$ cat src/rtl/dtg_pkg.sv
package dtg_pkg;

  // Interval order along either axis; the sequence itself is behaviour.
  typedef enum logic [2:0] {
    PH_REF   = 3'd0,
    PH_SYNC  = 3'd1,
    PH_BACK  = 3'd2,
    PH_ACT   = 3'd3,
    PH_FRONT = 3'd4
  } phase_e;

  localparam int          NPH      = 5;     // intervals per axis
  localparam int          HALF     = 16;    // bit offset of the vertical field
  localparam logic [2:0]  ADDR_POL = 3'd5;  // polarity word select

endpackage

$ cat src/rtl/dtg_cfg_regs.sv
module dtg_cfg_regs
  import dtg_pkg::*;
#(
  parameter int          CW        = 16,
  parameter logic [31:0] RST_REF   = 32'h0001_0001,
  parameter logic [31:0] RST_SYNC  = 32'h0001_0002,
  parameter logic [31:0] RST_BACK  = 32'h0001_0003,
  parameter logic [31:0] RST_ACT   = 32'h0004_0008,
  parameter logic [31:0] RST_FRONT = 32'h0001_0002,
  parameter logic [1:0]  RST_POL   = 2'b00
) (
  input  logic                    clk,
  input  logic                    rst,
  input  logic                    we,
  input  logic [2:0]              addr,
  input  logic [31:0]             wdata,
  input  logic                    swap,
  output logic [NPH-1:0][CW-1:0]  h_len,
  output logic [NPH-1:0][CW-1:0]  v_len,
  output logic [1:0]              pol_nxt
);

  localparam logic [NPH-1:0][31:0] RST_SET =
    {RST_FRONT, RST_ACT, RST_BACK, RST_SYNC, RST_REF};

  logic [NPH-1:0][31:0] shd_q, wrk_q;
  logic [1:0]           pol_shd_q, pol_wrk_q;

  always_ff @(posedge clk) begin
    if (rst) begin
      shd_q     <= RST_SET;
      wrk_q     <= RST_SET;
      pol_shd_q <= RST_POL;
      pol_wrk_q <= RST_POL;
    end else begin
      // Swap takes the shadow as it stood before this edge's write.
      if (swap) begin
        wrk_q     <= shd_q;
        pol_wrk_q <= pol_shd_q;
      end
      if (we) begin
        if (addr == ADDR_POL)
          pol_shd_q <= wdata[1:0];
        else if (int'(addr) < NPH)
          shd_q[addr] <= wdata;
      end
    end
  end

  // Split every packed word into its horizontal and vertical lengths.
  for (genvar g = 0; g < NPH; g++) begin : g_split
    assign h_len[g] = wrk_q[g][CW-1:0];
    assign v_len[g] = wrk_q[g][HALF+CW-1:HALF];
  end

  // Polarity that the next pixel will use (new set at a frame boundary).
  assign pol_nxt = swap ? pol_shd_q : pol_wrk_q;

endmodule

$ cat src/rtl/dtg_axis.sv
module dtg_axis
  import dtg_pkg::*;
#(
  parameter int CW = 16
) (
  input  logic                   clk,
  input  logic                   rst,
  input  logic                   step,
  input  logic [NPH-1:0][CW-1:0] len,
  output phase_e                 nxt_ph,
  output logic [CW-1:0]          nxt_cnt,
  output logic                   wrap
);

  phase_e        ph_q;
  logic [CW-1:0] cnt_q;
  logic [CW-1:0] cur_len, eff_len;
  logic          at_last;

  always_comb begin
    cur_len = len[ph_q];
    // A zero length still occupies one step so the axis keeps moving.
    eff_len = (cur_len == '0) ? CW'(1) : cur_len;
    at_last = (cnt_q >= eff_len - CW'(1));
    nxt_ph  = ph_q;
    nxt_cnt = cnt_q;
    if (step) begin
      if (at_last) begin
        nxt_cnt = '0;
        nxt_ph  = (ph_q == PH_FRONT) ? PH_REF : phase_e'(ph_q + 3'd1);
      end else begin
        nxt_cnt = cnt_q + CW'(1);
      end
    end
  end

  assign wrap = step && at_last && (ph_q == PH_FRONT);

  // Reset parks the axis on its final step, so the first clock opens a frame.
  always_ff @(posedge clk) begin
    if (rst) begin
      ph_q  <= PH_FRONT;
      cnt_q <= '1;
    end else begin
      ph_q  <= nxt_ph;
      cnt_q <= nxt_cnt;
    end
  end

endmodule

$ cat src/rtl/disp_timing_gen.sv
module disp_timing_gen
  import dtg_pkg::*;
#(
  parameter int          CW        = 16,
  parameter logic [31:0] RST_REF   = 32'h0001_0001,
  parameter logic [31:0] RST_SYNC  = 32'h0001_0002,
  parameter logic [31:0] RST_BACK  = 32'h0001_0003,
  parameter logic [31:0] RST_ACT   = 32'h0004_0008,
  parameter logic [31:0] RST_FRONT = 32'h0001_0002,
  parameter logic [1:0]  RST_POL   = 2'b00
) (
  input  logic          clk,
  input  logic          rst,
  input  logic          cfg_we,
  input  logic [2:0]    cfg_addr,
  input  logic [31:0]   cfg_wdata,
  output logic          hsync,
  output logic          vsync,
  output logic          de,
  output logic [CW-1:0] pix_x,
  output logic [CW-1:0] pix_y,
  output logic          frame_start,
  output logic          line_start
);

  logic [NPH-1:0][CW-1:0] h_len, v_len;
  logic [1:0]             pol_nxt;
  phase_e                 h_nph, v_nph;
  logic [CW-1:0]          h_ncnt, v_ncnt;
  logic                   h_wrap, v_wrap;
  logic                   ls_nxt;

  dtg_cfg_regs #(
    .CW(CW), .RST_REF(RST_REF), .RST_SYNC(RST_SYNC), .RST_BACK(RST_BACK),
    .RST_ACT(RST_ACT), .RST_FRONT(RST_FRONT), .RST_POL(RST_POL)
  ) u_cfg (
    .clk(clk), .rst(rst), .we(cfg_we), .addr(cfg_addr), .wdata(cfg_wdata),
    .swap(v_wrap), .h_len(h_len), .v_len(v_len), .pol_nxt(pol_nxt)
  );

  dtg_axis #(.CW(CW)) u_hax (
    .clk(clk), .rst(rst), .step(1'b1), .len(h_len),
    .nxt_ph(h_nph), .nxt_cnt(h_ncnt), .wrap(h_wrap)
  );

  dtg_axis #(.CW(CW)) u_vax (
    .clk(clk), .rst(rst), .step(h_wrap), .len(v_len),
    .nxt_ph(v_nph), .nxt_cnt(v_ncnt), .wrap(v_wrap)
  );

  assign ls_nxt = (h_nph == PH_REF) && (h_ncnt == '0);

  // Outputs decoded from the next axis state and registered, so they line
  // up with the axis registers with no extra latency.
  always_ff @(posedge clk) begin
    if (rst) begin
      hsync       <= 1'b0;
      vsync       <= 1'b0;
      de          <= 1'b0;
      pix_x       <= '0;
      pix_y       <= '0;
      frame_start <= 1'b0;
      line_start  <= 1'b0;
    end else begin
      hsync       <= (h_nph == PH_SYNC) ^ pol_nxt[0];
      vsync       <= (v_nph == PH_SYNC) ^ pol_nxt[1];
      de          <= (h_nph == PH_ACT) && (v_nph == PH_ACT);
      pix_x       <= (h_nph == PH_ACT) ? h_ncnt : '0;
      pix_y       <= (v_nph == PH_ACT) ? v_ncnt : '0;
      line_start  <= ls_nxt;
      frame_start <= ls_nxt && (v_nph == PH_REF) && (v_ncnt == '0);
    end
  end

endmodule

$ cat config.mk
export PLATFORM = sky130hd
export DESIGN_NAME = disp_timing_gen
export DESIGN_NICKNAME = d
export VERILOG_FILES = /design/src/rtl/dtg_pkg.sv /design/src/rtl/dtg_cfg_regs.sv /design/src/rtl/dtg_axis.sv /design/src/rtl/disp_timing_gen.sv
export SDC_FILE = /design/constraint.sdc
export NUM_CORES = 1
export LEC_CHECK = 0
export ABC_CLOCK_PERIOD_IN_PS = 12400
export BUFFER_PORTS_ARGS = -buffer_cell sky130_fd_sc_hd__buf_2
export CAP_MARGIN = 40
export CORE_MARGIN = 4
export CORE_UTILIZATION = 45
export DETAILED_ROUTE_END_ITERATION = 16
export HOLD_SLACK_MARGIN = 0.12
export PLACE_DENSITY_LB_ADDON = 0.2
export SLEW_MARGIN = 20
export SYNTH_ARGS = -nofsm -noshare
export SYNTH_HDL_FRONTEND = slang
export SYNTH_SLANG_ARGS = --single-unit
export TNS_END_PERCENT = 100
$ cat constraint.sdc
create_clock -name clk -period 12.4 [get_ports clk]
set_clock_uncertainty 0.2 [all_clocks]
set_input_delay 2.48 -clock clk [delete_from_list [all_inputs] [get_ports clk]]
set_output_delay 2.48 -clock clk [all_outputs]
set_load 0.02 [all_outputs]
==> flow_summary_export.csv, run 1 <==
group,metric,value,unit
clock_tree,clock_insertion_delay_worst_skew,0.55,ns
synthesis,ys_warn_count,0,
setup_path,reg2reg_from,"u_hax.ph_q[0]",
placed_design,place_congestion,0.8487,
synthesis,netlist_top_cells_count,"sky130_fd_sc_hd__nand2_1 (704), sky130_fd_sc_hd__dfxtp_1 (399), sky130_fd_sc_hd__a21oi_1 (324)",
die,floorplan.rows,70,
setup_path,startpoint,"u_hax.ph_q[0]",
detailed_routing,drt_antenna_net_count,0,
setup_path,worstPathMaxFanout,55,
sta,period_minus_slack,7.035,ns
placed_design,dpl_cell_area,0.01757,mm^2
detailed_routing,drt_wl_total,44.36,mm
sta,rsz0062_at_grt,"no",
clock_tree,cts.hold.buffers_added,0,
synthesis,post_synth_mux_area_share,4.717,%
setup_path,timing.critical_path.mode_cell,"sky130_fd_sc_hd__buf_4",
clock_tree,htree_levels,2,
detailed_routing,vias_per_cell,5.493,
placed_design,buffer_ports.inserted,74,
final_layout,final_layout_size_suffix_gt1_share,11.03,%
sta,finalMaxSlewViolations,0,
synthesis,post_synth.cell_area_avg,8.166,um^2
global_routing,grt_max_degree,148,
final_layout,postLayoutCellArea,0.01899,mm^2
setup_path,crit_end,"u_cfg.h_len[36]",
clock_tree,clk_root_buffer_cell,"sky130_fd_sc_hd__clkbuf_16",
setup_path,r2r_setup_slack,5.37,ns
sta,maxSlewHeadroom,36.29,%
die,die_x,201.8,um
final_layout,n_fill_cell,3511,
detailed_routing,dr.pass1.iters,7,
global_routing,global_route.overflow_total,0,
synthesis,synth_top_cells_by_area,"sky130_fd_sc_hd__dfxtp_1 (47%), sky130_fd_sc_hd__nand2_1 (16%), sky130_fd_sc_hd__a21oi_1 (9.6%), sky130_fd_sc_hd__mux4_2 (4.1%), sky130_fd_sc_hd__ha_1 (3.0%)",
sta,finalHoldViolCount,0,
setup_path,cpMaxStageDelayCell,"sky130_fd_sc_hd__and3_4",
global_routing,grt_antenna_before_repair,3,
flow_run,cap_violations,0,
clock_tree,worst_setup_hold_path_clk_slew,0.06,ns
setup_path,timing.critical_path.cells,"buf_4 > mux4_2 > a22oi_1 > and4_1 > o2111ai_2 > nor4_2 > a221oi_1 > ha_1 > nand3_1 > inv_1 > o2111a_1 > xor2_1 > ha_1 > nand4_1 > and2b_1 > a21bo_1 > a31oi_1 > buf_4 > and3_4 > buf_4 > buf_16 > nand2_1 > a21oi_1",
global_routing,via_count_of_the_first_global_routing_pass,13230,
status,status,"completed",
setup_path,crit_family,"simple AND/OR/NAND/NOR gates",
setup_path,cp-start-kind,"flip-flop",
detailed_routing,detailroute.via_count,14120,
synthesis,yosysTopAreaCellShare,47.27,%
setup_path,cell_count_along_the_critical_path,23,
pwr,worst_ir_drop_vdd,0.1552,mV
final_layout,inserted_diodes,0,
synthesis,synth_compound_area_share,15.73,%
clock_tree,cts_made_buffers,41,
placed_design,hpwlAfterDp,27.61,mm
synthesis,ys_seq_elements,399,
synthesis,synth_flop_cell,"sky130_fd_sc_hd__dfxtp_1",
clock_tree,tritoncts,"built",
die,core_region_area,0.03679,mm^2
detailed_routing,drt_iter0_markers,1179,
setup_path,timing.rr.end,"u_cfg.h_len[36]",
die,floorplan.initialDensity,45.93,%
detailed_routing,remaining_drc_errors,0,
setup_path,worst-path-buf-inv,5,
setup_path,critical_path_class,"reg -> reg",
min_path,hold_class,"reg -> reg",
synthesis,register_area_share_after_synthesis,47.27,%
sta,final.hold.worst_slack,0.2483,ns
die,design.die.area,0.04071,mm^2
clock_tree,cts_num_sinks,399,
final_layout,fin_util,51.63,%
synthesis,synth_simple_gate_area_share,22.96,%
setup_path,max_stage_delay,0.67,ns
clock_tree,postCtsSetupBuffers,0,
die,io_pins,75,
synthesis,asyncSetResetFlopFracSynth,0,%
synthesis,post_synth_inst_count,2069,
synthesis,synth_top_family_by_area,"simple AND/OR/NAND/NOR gates",
synthesis,synth_adder_area_share,2.962,%
pwr,leakagePower,6.857,nW
clock_tree,clk_path_buf_depth,3,
global_routing,wire_length_of_the_first_global_routing_pass,71.55,mm
synthesis,synth.most_common_cell,"sky130_fd_sc_hd__nand2_1",
synthesis,synthesized_netlist_net_count,2147,
synthesis,count_of_flip_flops_with_a_built_in_enable_after_synthesis,0,
detailed_routing,drt-wirelength-per-cell,17.26,um
global_routing,track_usage,21.13,%
synthesis,synthXorXnorAreaFrac,2.177,%
sta,fin_tns_setup,0,ns
synthesis,synthDominantAreaCellType,"sky130_fd_sc_hd__dfxtp_1",
setup_path,reg2reg_depth,23,
clock_tree,cts_resized,0,
sta,worstMarginPinSlew,0.9556,ns
setup_path,worstSetupEndpointType,"flip-flop",
sta,achievable-frequency,0.1422,GHz
setup_path,worst-endpoint-arrival,7.30,ns
synthesis,syn-cell-area,0.01690,mm^2
setup_path,cp_data_required_time,12.67,ns
synthesis,post_synth_num_cell_types,83,
final_layout,fin_nets,2154,
die,die-height,201.8,um
sta,total_setup_violations_reported_at_the_end_of_the_flow,0,
sta,final.period_utilization,56.73,%
final_layout,syn_to_final_growth,12.41,%
pwr,total_power_density_per_cell_area,216.4,mW/mm^2
## flip-flops by register name, indices dropped and copies added (netlist names), 16 cells and up
name / flops
u_hax.cnt_q: 16
u_cfg.shd_q: 160
pix_x: 16
u_cfg.v_len: 80
u_vax.cnt_q: 16
pix_y: 16
u_cfg.h_len: 80
## cell families (layout without fill, tap and decap cells)
family,Yosys count,after routing
AND/OR/NAND/NOR,928,928
AO/OA/AOI/OAI,461,461
flip-flops,399,399
buffers and inverters,160,194
XOR/XNOR,42,42
adder cells (fa/ha/maj),40,40
multiplexers,39,39
## worst min-delay path by stage
stage	depth (start not counted)	end	slack, ns	startpoint
floorplan	2	u_cfg.v_len[36]	0.23	u_cfg.v_len[36]
global placement	2	u_cfg.h_len[79]	0.24	u_cfg.shd_q[143]
detailed placement	2	u_cfg.h_len[18]	0.24	u_cfg.shd_q[34]
CTS	2	u_cfg.h_len[1]	0.25	u_cfg.shd_q[1]
global route	2	u_cfg.h_len[18]	0.26	u_cfg.shd_q[34]
finish	2	u_cfg.v_len[52]	0.25	u_cfg.v_len[52]
## through the flow
step,instances,worst slack (ns),total power (W)
after floorplan,2069,7.289,0.002505
after global placement,2492,5.367,0.002804
after detailed placement,2499,5.401,0.002868
after CTS,2569,5.348,0.004129
after global routing,2571,4.864,0.004355
final,2571,5.365,0.004109
## report_power, final
group          total, W  switching [W]  leakage [nW]  internal [W]
clock network   0.00126       0.000509         0.681      0.000750
logic           0.00138       0.000935          2.94      0.000445
registers       0.00147       0.000105          3.23       0.00137
## tightest hold or removal path, stage by stage, from the launching register on
cell and delay [ns]:
sky130_fd_sc_hd__dfxtp_1 0.30, sky130_fd_sc_hd__nand2_1 0.05, sky130_fd_sc_hd__a21oi_1 0.05
## cell type report
type / count / area, um^2 / share of cell area (%)
clock buffers: 61 / 1232 / 6.489
clock inverters: 9 / 146.4 / 0.7707
inverters: 20 / 75.07 / 0.3953
multi-input cells: 1510 / 8227 / 43.31
flip-flops and latches: 399 / 7988 / 42.06
well taps: 468 / 585.6 / 3.083
repair buffers: 104 / 739.5 / 3.893
## layer usage
| layer | GRT usage [%] | wire, um | up-vias |
|---|---|---|---|
| li1 | - | - | 6997 |
| met1 | 31.05 | 21590 | 6708 |
| met2 | 32.65 | 19530 | 355 |
| met3 | 3.690 | 2456 | 56 |
| met4 | 4.907 | 741 | 6 |
| met5 | 0 | 47 | - |
## cell usage in the layout, fill, tap and decap left out, drive strengths merged, types with 4 or more instances in the layout
cell type	count
nor2b	5
ha	40
nor3	22
nor2	76
a22oi	32
a31oi	5
buf	104
and4	6
nand3	49
a22o	4
mux4	32
a221oi	5
nand4	10
xnor2	25
clkinv	6
and3	13
dfxtp	399
a21oi	325
o31ai	5
clkbuf	61
xor2	17
mux2i	5
nand2	705
nor4	9
and2	13
o21ai	48
inv	20
Power figures use the tool's default switching activity.
==> run 2, diff against run 1 <==
--- a/config.mk
+++ b/config.mk
@@ -5,7 +5,7 @@
 export SDC_FILE = /design/constraint.sdc
 export NUM_CORES = 1
 export LEC_CHECK = 0
-export ABC_CLOCK_PERIOD_IN_PS = 12400
+export ABC_CLOCK_PERIOD_IN_PS = 5900
 export BUFFER_PORTS_ARGS = -buffer_cell sky130_fd_sc_hd__buf_2
 export CAP_MARGIN = 40
 export CORE_MARGIN = 4
==> constraint.sdc (replaced) <==
create_clock -name clk -period 5.9 [get_ports clk]
set_clock_uncertainty 0.2 [all_clocks]
set_input_delay 1.18 -clock clk [delete_from_list [all_inputs] [get_ports clk]]
set_output_delay 1.18 -clock clk [all_outputs]
set_load 0.02 [all_outputs]
==> run 2 against run 1 <==
  * Clock power is 120% higher
  * Hold slack got worse by 0.010 ns
  * Sequential cell count unchanged
  * Combinational power is 140% higher
==> flow_summary_export.csv, run 2 (synthesis results as in run 1) <==
group,metric,value,unit
status,status,"completed",
detailed_routing,detailroute.via_count,14370,
pwr,pwr-share-clk,30.8,%
setup_path,timing.rr.end,"frame_start",
sta,final.period_utilization,94.92,%
clock_tree,htree_levels,2,
pwr,worst_ir_drop_vdd,0.3075,mV
final_layout,final-seq-area,0.007989,mm^2
clock_tree,clock_insertion_delay_worst_skew,0.57,ns
final_layout,layout_commonest_cell,"sky130_fd_sc_hd__nand2_1",
final_layout,final_layout_size_suffix_gt1_share,13.24,%
setup_path,critical_path_class,"reg -> reg",
setup_path,worstSetupEndpointType,"flip-flop",
placed_design,hpwlAfterDp,28.11,mm
final_layout,fin_nets,2183,
global_routing,global_route.overflow_total,0,
pwr,power.share.switching,37.23,%
sta,maxSlewHeadroom,31.78,%
sta,achievable-frequency,0.1786,GHz
sta,period_minus_slack,5.600,ns
min_path,min_delay_worst_endpoint,"u_cfg.v_len[40]",
setup_path,worstPathMaxFanout,18,
placed_design,place_congestion,0.8935,
min_path,worst_hold_path.num_cells,2,
placed_design,buffer_ports.inserted,74,
flow_run,cap_violations,0,
die,die_x,201.8,um
final_layout,largest_register_ff_count,160,
setup_path,r2r_setup_slack,0.30,ns
die,floorplan.rows,70,
setup_path,cp-start-kind,"flip-flop",
pwr,final_power,0.009156,W
final_layout,fin_util,52.97,%
min_path,hold_class,"reg -> reg",
global_routing,grt_antenna_before_repair,3,
die,design.die.area,0.04071,mm^2
detailed_routing,drt_iter0_markers,1272,
sta,total_setup_violations_reported_at_the_end_of_the_flow,0,
die,floorplan.initialDensity,45.93,%
setup_path,worst-endpoint-arrival,5.89,ns
clock_tree,cts_num_sinks,399,
sta,finalHoldViolCount,0,
global_routing,grt_max_degree,158,
die,core_region_area,0.03679,mm^2
pwr,internal_power,0.005747,W
pwr,total_power_density_per_cell_area,469.9,mW/mm^2
clock_tree,clk_path_buf_depth,3,
pwr,p_seq_share,33.7,%
pwr,total_net_switching_power,0.003409,W
final_layout,n_fill_cell,3468,
final_layout,syn_to_final_growth,15.33,%
clock_tree,clk_root_buffer_cell,"sky130_fd_sc_hd__clkbuf_16",
clock_tree,tritoncts,"built",
final_layout,multiInputGateArea,0.008312,mm^2
detailed_routing,drt-wirelength-per-cell,17.15,um
detailed_routing,drt_wl_total,44.70,mm
setup_path,reg2reg_from,"u_hax.ph_q[0]",
pwr,power.combinational.fraction,35.4,%
clock_tree,worst_setup_hold_path_clk_slew,0.06,ns
pwr,leakagePower,7.079,nW
detailed_routing,vias_per_cell,5.515,
global_routing,track_usage,21.44,%
setup_path,reg2reg_depth,22,
final_layout,top_register,"u_cfg.shd_q",
detailed_routing,drt_antenna_net_count,0,
sta,worstMarginPinSlew,1.023,ns
setup_path,cp_data_required_time,6.19,ns
detailed_routing,dr.pass1.iters,6,
detailed_routing,remaining_drc_errors,0,
die,die-height,201.8,um
min_path,hold_path.startpoint,"u_cfg.shd_q[88]",
sta,finalMaxSlewViolations,0,
die,io_pins,75,
clock_tree,cts_made_buffers,42,
sta,fin_tns_setup,0,ns
global_routing,via_count_of_the_first_global_routing_pass,13400,
final_layout,inserted_diodes,0,
setup_path,startpoint,"u_hax.ph_q[0]",
final_layout,mostFrequentLayoutCells,"sky130_fd_sc_hd__nand2_1 (702), sky130_fd_sc_hd__dfxtp_1 (398), sky130_fd_sc_hd__a21oi_1 (324)",
global_routing,wire_length_of_the_first_global_routing_pass,72.05,mm
sta,final.hold.worst_slack,0.2381,ns
[run 2: power by group through the flow]
stage	clock network, W	registers (W)	logic [W]
finish	0.00282	0.00309	0.00325
global route	0.00299	0.00311	0.00359
CTS	0.00288	0.00308	0.00316
detailed placement	0	0.00313	0.00306
global placement	0	0.00313	0.00302
floorplan	0	0.00306	0.00220
[run 2: layout make-up]
cell class                 instances  area share [%]
clock buffer                      54           6.042
clock inverter                    23           1.580
inverter                          20          0.3853
multi-input combinational       1511           42.65
sequential                       399           41.00
tap                              468           3.005
timing repair buffer             131           5.336
[run 2: how the worst max path moves through the flow]
stage / cells past startpoint / end / slack, ns
2_1_floorplan: 22 / frame_start / 0.79
3_3_place_gp: 22 / u_cfg.h_len[8] / 0.18
3_5_place_dp: 22 / u_cfg.h_len[58] / 0.02
4_1_cts: 22 / frame_start / 0.04
5_1_grt: 22 / frame_start / -0.01
6_report: 22 / frame_start / 0.30
[run 2: stage by stage]
step           cell area [um^2]  instances  setup slack (ns)
2_1_floorplan             16900       2069            0.7890
6_report                  19490       2606            0.2995
5_1_grt                   19490       2606         -0.009587
4_1_cts                   19340       2602           0.03700
3_5_place_dp              17800       2519           0.01937
3_3_place_gp              17700       2515            0.1754
[run 2: repair_timing]
| item | in CTS | in global routing |
|---|---|---|
| setup endpoints to repair | 18 | 205 |
| cloned | 0 | 2 |
| endpoints found under the hold margin | 0 | 0 |
| hold buffers | 0 | 0 |
| gates resized for setup | 0 | 18 |
| buffers inserted | 6 | 1 |
| pin swaps | 1 | 1 |
[run 2: per-layer routing]
layer  global-route usage [%]  up-vias  share of wire (%)
li1                         -     7081                  -
met3                    3.257       78                6.3
met5                        0        -              0.076
met4                    6.201        6                2.2
met2                    32.50      380                 43
met1                    31.84     6827                 48
[run 2: worst max-delay path: stages, from the launching register on]
cell and delay (ns):
sky130_fd_sc_hd__dfxtp_2 0.38, sky130_fd_sc_hd__buf_12 0.18, sky130_fd_sc_hd__mux4_2 0.56, sky130_fd_sc_hd__o31ai_2 0.29
sky130_fd_sc_hd__and4_2 0.31, sky130_fd_sc_hd__o2111ai_2 0.18, sky130_fd_sc_hd__nor4_2 0.26, sky130_fd_sc_hd__a221oi_1 0.12
sky130_fd_sc_hd__ha_1 0.25, sky130_fd_sc_hd__nand3_2 0.10, sky130_fd_sc_hd__inv_1 0.09, sky130_fd_sc_hd__o2111a_1 0.16
sky130_fd_sc_hd__xor2_2 0.17, sky130_fd_sc_hd__ha_1 0.31, sky130_fd_sc_hd__nand4_1 0.12, sky130_fd_sc_hd__and2b_1 0.21
sky130_fd_sc_hd__a21bo_1 0.27, sky130_fd_sc_hd__a31oi_4 0.13, sky130_fd_sc_hd__buf_6 0.19, sky130_fd_sc_hd__a221o_1 0.35
sky130_fd_sc_hd__a221oi_2 0.27, sky130_fd_sc_hd__nand4_1 0.15, sky130_fd_sc_hd__nor4_2 0.25
==> run 3, diff against run 2 <==
--- a/config.mk
+++ b/config.mk
@@ -5,6 +5,7 @@
 export SDC_FILE = /design/constraint.sdc
 export NUM_CORES = 1
 export LEC_CHECK = 0
+export ABC_AREA = 1
 export ABC_CLOCK_PERIOD_IN_PS = 5900
 export BUFFER_PORTS_ARGS = -buffer_cell sky130_fd_sc_hd__buf_2
 export CAP_MARGIN = 40
==> run 3 against run 2 <==
  * Sequential cell count is the same
  * Area after synthesis grew 4.9%
  * Hold slack gained 0.020 ns
  * Critical endpoint is now u_cfg.v_len[6]
  * Largest power group unchanged
  * Combinational power grew 94%
  * Highest routed layer unchanged
  * Non-clock buffer count shrank 24
  * Final cell count grew 16%
  * Worst setup slack gained 0.24 ns
  * Synthesized cell count grew 19%
  * Die area grew 4.7%
==> flow_summary_export.csv, run 3 <==
group,metric,value,unit
detailed_routing,drt-wirelength-per-cell,16.09,um
final_layout,largest_register_ff_count,160,
synthesis,asyncSetResetFlopFracSynth,0,%
synthesis,synth_top_cells_by_area,"sky130_fd_sc_hd__dfxtp_1 (45%), sky130_fd_sc_hd__nor2_1 (16%), sky130_fd_sc_hd__o21ai_0 (8.0%), sky130_fd_sc_hd__nand2_1 (7.4%), sky130_fd_sc_hd__nand3_1 (3.1%)",
pwr,leakagePower,9.443,nW
synthesis,register_area_share_after_synthesis,45.08,%
detailed_routing,dr.pass1.iters,5,
sta,total_setup_violations_reported_at_the_end_of_the_flow,0,
die,die_x,206.4,um
global_routing,grt_antenna_before_repair,4,
sta,period_minus_slack,5.359,ns
clock_tree,clk_path_buf_depth,3,
detailed_routing,drt_wl_total,48.69,mm
pwr,internal_power,0.006951,W
final_layout,postLayoutCellArea,0.01997,mm^2
synthesis,yosysTopAreaCellShare,45.08,%
clock_tree,cts.hold.buffers_added,0,
placed_design,buffer_ports.inserted,74,
setup_path,worstPathMaxFanout,60,
setup_path,worstSetupEndpointType,"flip-flop",
placed_design,pre_cts_ws,0.3626,ns
pwr,p_seq_share,27.9,%
synthesis,synth.most_common_cell,"sky130_fd_sc_hd__nor2_1",
detailed_routing,vias_per_cell,5.187,
pwr,total_power_density_per_cell_area,633.8,mW/mm^2
sta,finalMaxSlewViolations,0,
die,io_pins,75,
clock_tree,clk_root_buffer_cell,"sky130_fd_sc_hd__clkbuf_16",
flow_run,cap_violations,0,
clock_tree,cts_num_sinks,399,
sta,fin_tns_setup,0,ns
global_routing,wire_length_of_the_first_global_routing_pass,78.55,mm
final_layout,fin_nets,2554,
synthesis,ys_seq_elements,399,
placed_design,placedCellCount,2947,
min_path,worst_hold_path.num_cells,2,
placed_design,hpwlAfterDp,30.45,mm
global_routing,via_count_of_the_first_global_routing_pass,14750,
synthesis,synth_flop_cell,"sky130_fd_sc_hd__dfxtp_1",
die,core_region_area,0.03883,mm^2
sta,timing.final.ws_setup,0.5408,ns
pwr,pwr-share-clk,22.2,%
detailed_routing,detailroute.via_count,15700,
die,design.die.area,0.04262,mm^2
sta,worstMarginPinSlew,0.8658,ns
sta,rsz0062_at_grt,"no",
min_path,hold_class,"reg -> reg",
detailed_routing,drt_antenna_net_count,0,
final_layout,layout_commonest_cell,"sky130_fd_sc_hd__nor2_1",
clock_tree,worst_setup_hold_path_clk_slew,0.06,ns
pwr,power.share.switching,45.07,%
setup_path,cp-start-kind,"flip-flop",
pwr,worst_ir_drop_vdd,0.3369,mV
sta,final.period_utilization,90.83,%
global_routing,global_route.overflow_total,0,
synthesis,post_synth_num_cell_types,53,
synthesis,count_of_flip_flops_with_a_built_in_enable_after_synthesis,0,
final_layout,mostFrequentLayoutCells,"sky130_fd_sc_hd__nor2_1 (742), sky130_fd_sc_hd__dfxtp_1 (398), sky130_fd_sc_hd__nand2_1 (350)",
setup_path,worst-endpoint-arrival,5.66,ns
die,die-height,206.4,um
status,status,"completed",
final_layout,fin_util,51.42,%
pwr,total_net_switching_power,0.005704,W
global_routing,grt_max_degree,154,
synthesis,synthDominantAreaCellType,"sky130_fd_sc_hd__dfxtp_1",
detailed_routing,remaining_drc_errors,0,
synthesis,synthesized_netlist_net_count,2537,
setup_path,cp_data_required_time,6.20,ns
synthesis,post_synth.cell_area_avg,7.206,um^2
setup_path,r2r_setup_slack,0.54,ns
sta,finalHoldViolCount,0,
clock_tree,cts_made_buffers,43,
sta,maxSlewHeadroom,42.19,%
sta,achievable-frequency,0.1866,GHz
setup_path,reg2reg_depth,26,
clock_tree,clock_insertion_delay_worst_skew,0.57,ns
die,floorplan.initialDensity,45.64,%
clock_tree,tritoncts,"built",
die,floorplan.rows,72,
clock_tree,htree_levels,2,
detailed_routing,drt_iter0_markers,1186,
global_routing,track_usage,22.60,%
synthesis,netlist_top_cells_count,"sky130_fd_sc_hd__nor2_1 (747), sky130_fd_sc_hd__dfxtp_1 (399), sky130_fd_sc_hd__nand2_1 (350)",
pwr,power.combinational.fraction,50.0,%
final_layout,final_layout_size_suffix_gt1_share,11.52,%
final_layout,top_register,"u_cfg.shd_q",
final_layout,final_cells,3027,
final_layout,syn_to_final_growth,12.67,%
synthesis,syn-cell-area,0.01772,mm^2
synthesis,ys_warn_count,0,
synthesis,post_synth_inst_count,2459,
setup_path,critical_path_class,"reg -> reg",
placed_design,place_congestion,0.8677,
placed_design,dpl_cell_area,0.01836,mm^2
[run 3: changes by cell type in the layout (fill, tap and decap cells not counted), sizes merged, moves of 18 or more]
cell	previous run	this run
a21oi	325	38
a22oi	32	14
buf	130	106
inv	22	133
mux4	32	0
nand2	705	363
nand3	49	116
nor2	76	765
o21ai	48	361
xnor2	25	5
xor2	17	35
[run 3: final timing paths]
check / to / start
max: u_cfg.v_len[6] / u_vax.ph_q[0]
min: u_cfg.h_len[51] / u_cfg.h_len[51]
max reg2reg: u_cfg.v_len[6] / u_vax.ph_q[0]
min reg2reg: u_cfg.h_len[51] / u_cfg.h_len[51]
[run 3: final cells by class]
cell class	count	area (um^2)
diodes	1	2.502
clock buffers	64	1306
clock inverters	13	186.4
fillers	3779	18860
inverters	135	529.3
multi-input cells	1790	8562
flip-flops and latches	399	7989
well taps	518	648.1
repair buffers	107	742.0
[run 3: metal layers]
| metal | up-vias | track usage [%] | wire length, um |
|---|---|---|---|
| li1 | 7897 | - | - |
| met1 | 7360 | 33.27 | 24140 |
| met2 | 355 | 33.97 | 20650 |
| met3 | 83 | 3.891 | 2637 |
| met4 | 6 | 6.488 | 1216 |
| met5 | - | 0 | 41 |
[run 3: critical path, cell delays in order (launching register included)]
cell and delay [ns]:
sky130_fd_sc_hd__dfxtp_1 0.45, sky130_fd_sc_hd__inv_6 0.24, sky130_fd_sc_hd__buf_4 0.25, sky130_fd_sc_hd__nand2_1 0.07, sky130_fd_sc_hd__nand3_1 0.07, sky130_fd_sc_hd__nand3_1 0.08
sky130_fd_sc_hd__o21ai_2 0.13, sky130_fd_sc_hd__or2_1 0.16, sky130_fd_sc_hd__nor2_1 0.07, sky130_fd_sc_hd__a31oi_1 0.26, sky130_fd_sc_hd__ha_1 0.19, sky130_fd_sc_hd__inv_1 0.06
sky130_fd_sc_hd__nor3_2 0.28, sky130_fd_sc_hd__nand3_2 0.13, sky130_fd_sc_hd__nor2_2 0.16, sky130_fd_sc_hd__nand3_1 0.10, sky130_fd_sc_hd__xor2_1 0.16, sky130_fd_sc_hd__ha_1 0.28
sky130_fd_sc_hd__nand2_1 0.08, sky130_fd_sc_hd__nor3_2 0.21, sky130_fd_sc_hd__nand2_1 0.18, sky130_fd_sc_hd__nand3_4 0.24, sky130_fd_sc_hd__nand3_2 0.14, sky130_fd_sc_hd__nor2_4 0.28
sky130_fd_sc_hd__buf_6 0.49, sky130_fd_sc_hd__o21ai_0 0.16, sky130_fd_sc_hd__nor2_1 0.12
[run 3: per-stage QoR]
stage / power, W / hold slack, ns
floorplan: 0.008379 / 0.2236
global placement: 0.009603 / 0.2382
detailed placement: 0.009724 / 0.2417
CTS: 0.01259 / 0.2574
global route: 0.01382 / 0.2810
finish: 0.01265 / 0.2578
[run 3: cell families after synthesis]
group	share of synthesized area [%]
buf+inv	7.068
flops	45.08
compound gates	13.58
xor+xnor	1.977
simple gates	29.47
fa+ha+maj	2.824
[run 3: repair_timing]
item / in CTS / in global routing
endpoints found under the hold margin: 0 / 0
setup buffers: 0 / 1
resized for setup: 0 / 19
endpoints found under the setup margin: 0 / 43
[run 3: power by group through the flow]
| stage | combinational, W | clock, W | sequential (W) |
|---|---|---|---|
| 2_1_floorplan | 0.00491 | 0 | 0.00347 |
| 3_3_place_gp | 0.00603 | 0 | 0.00357 |
| 3_5_place_dp | 0.00615 | 0 | 0.00357 |
| 4_1_cts | 0.00620 | 0.00287 | 0.00352 |
| 5_1_grt | 0.00727 | 0.00297 | 0.00357 |
| 6_report | 0.00632 | 0.00281 | 0.00353 |
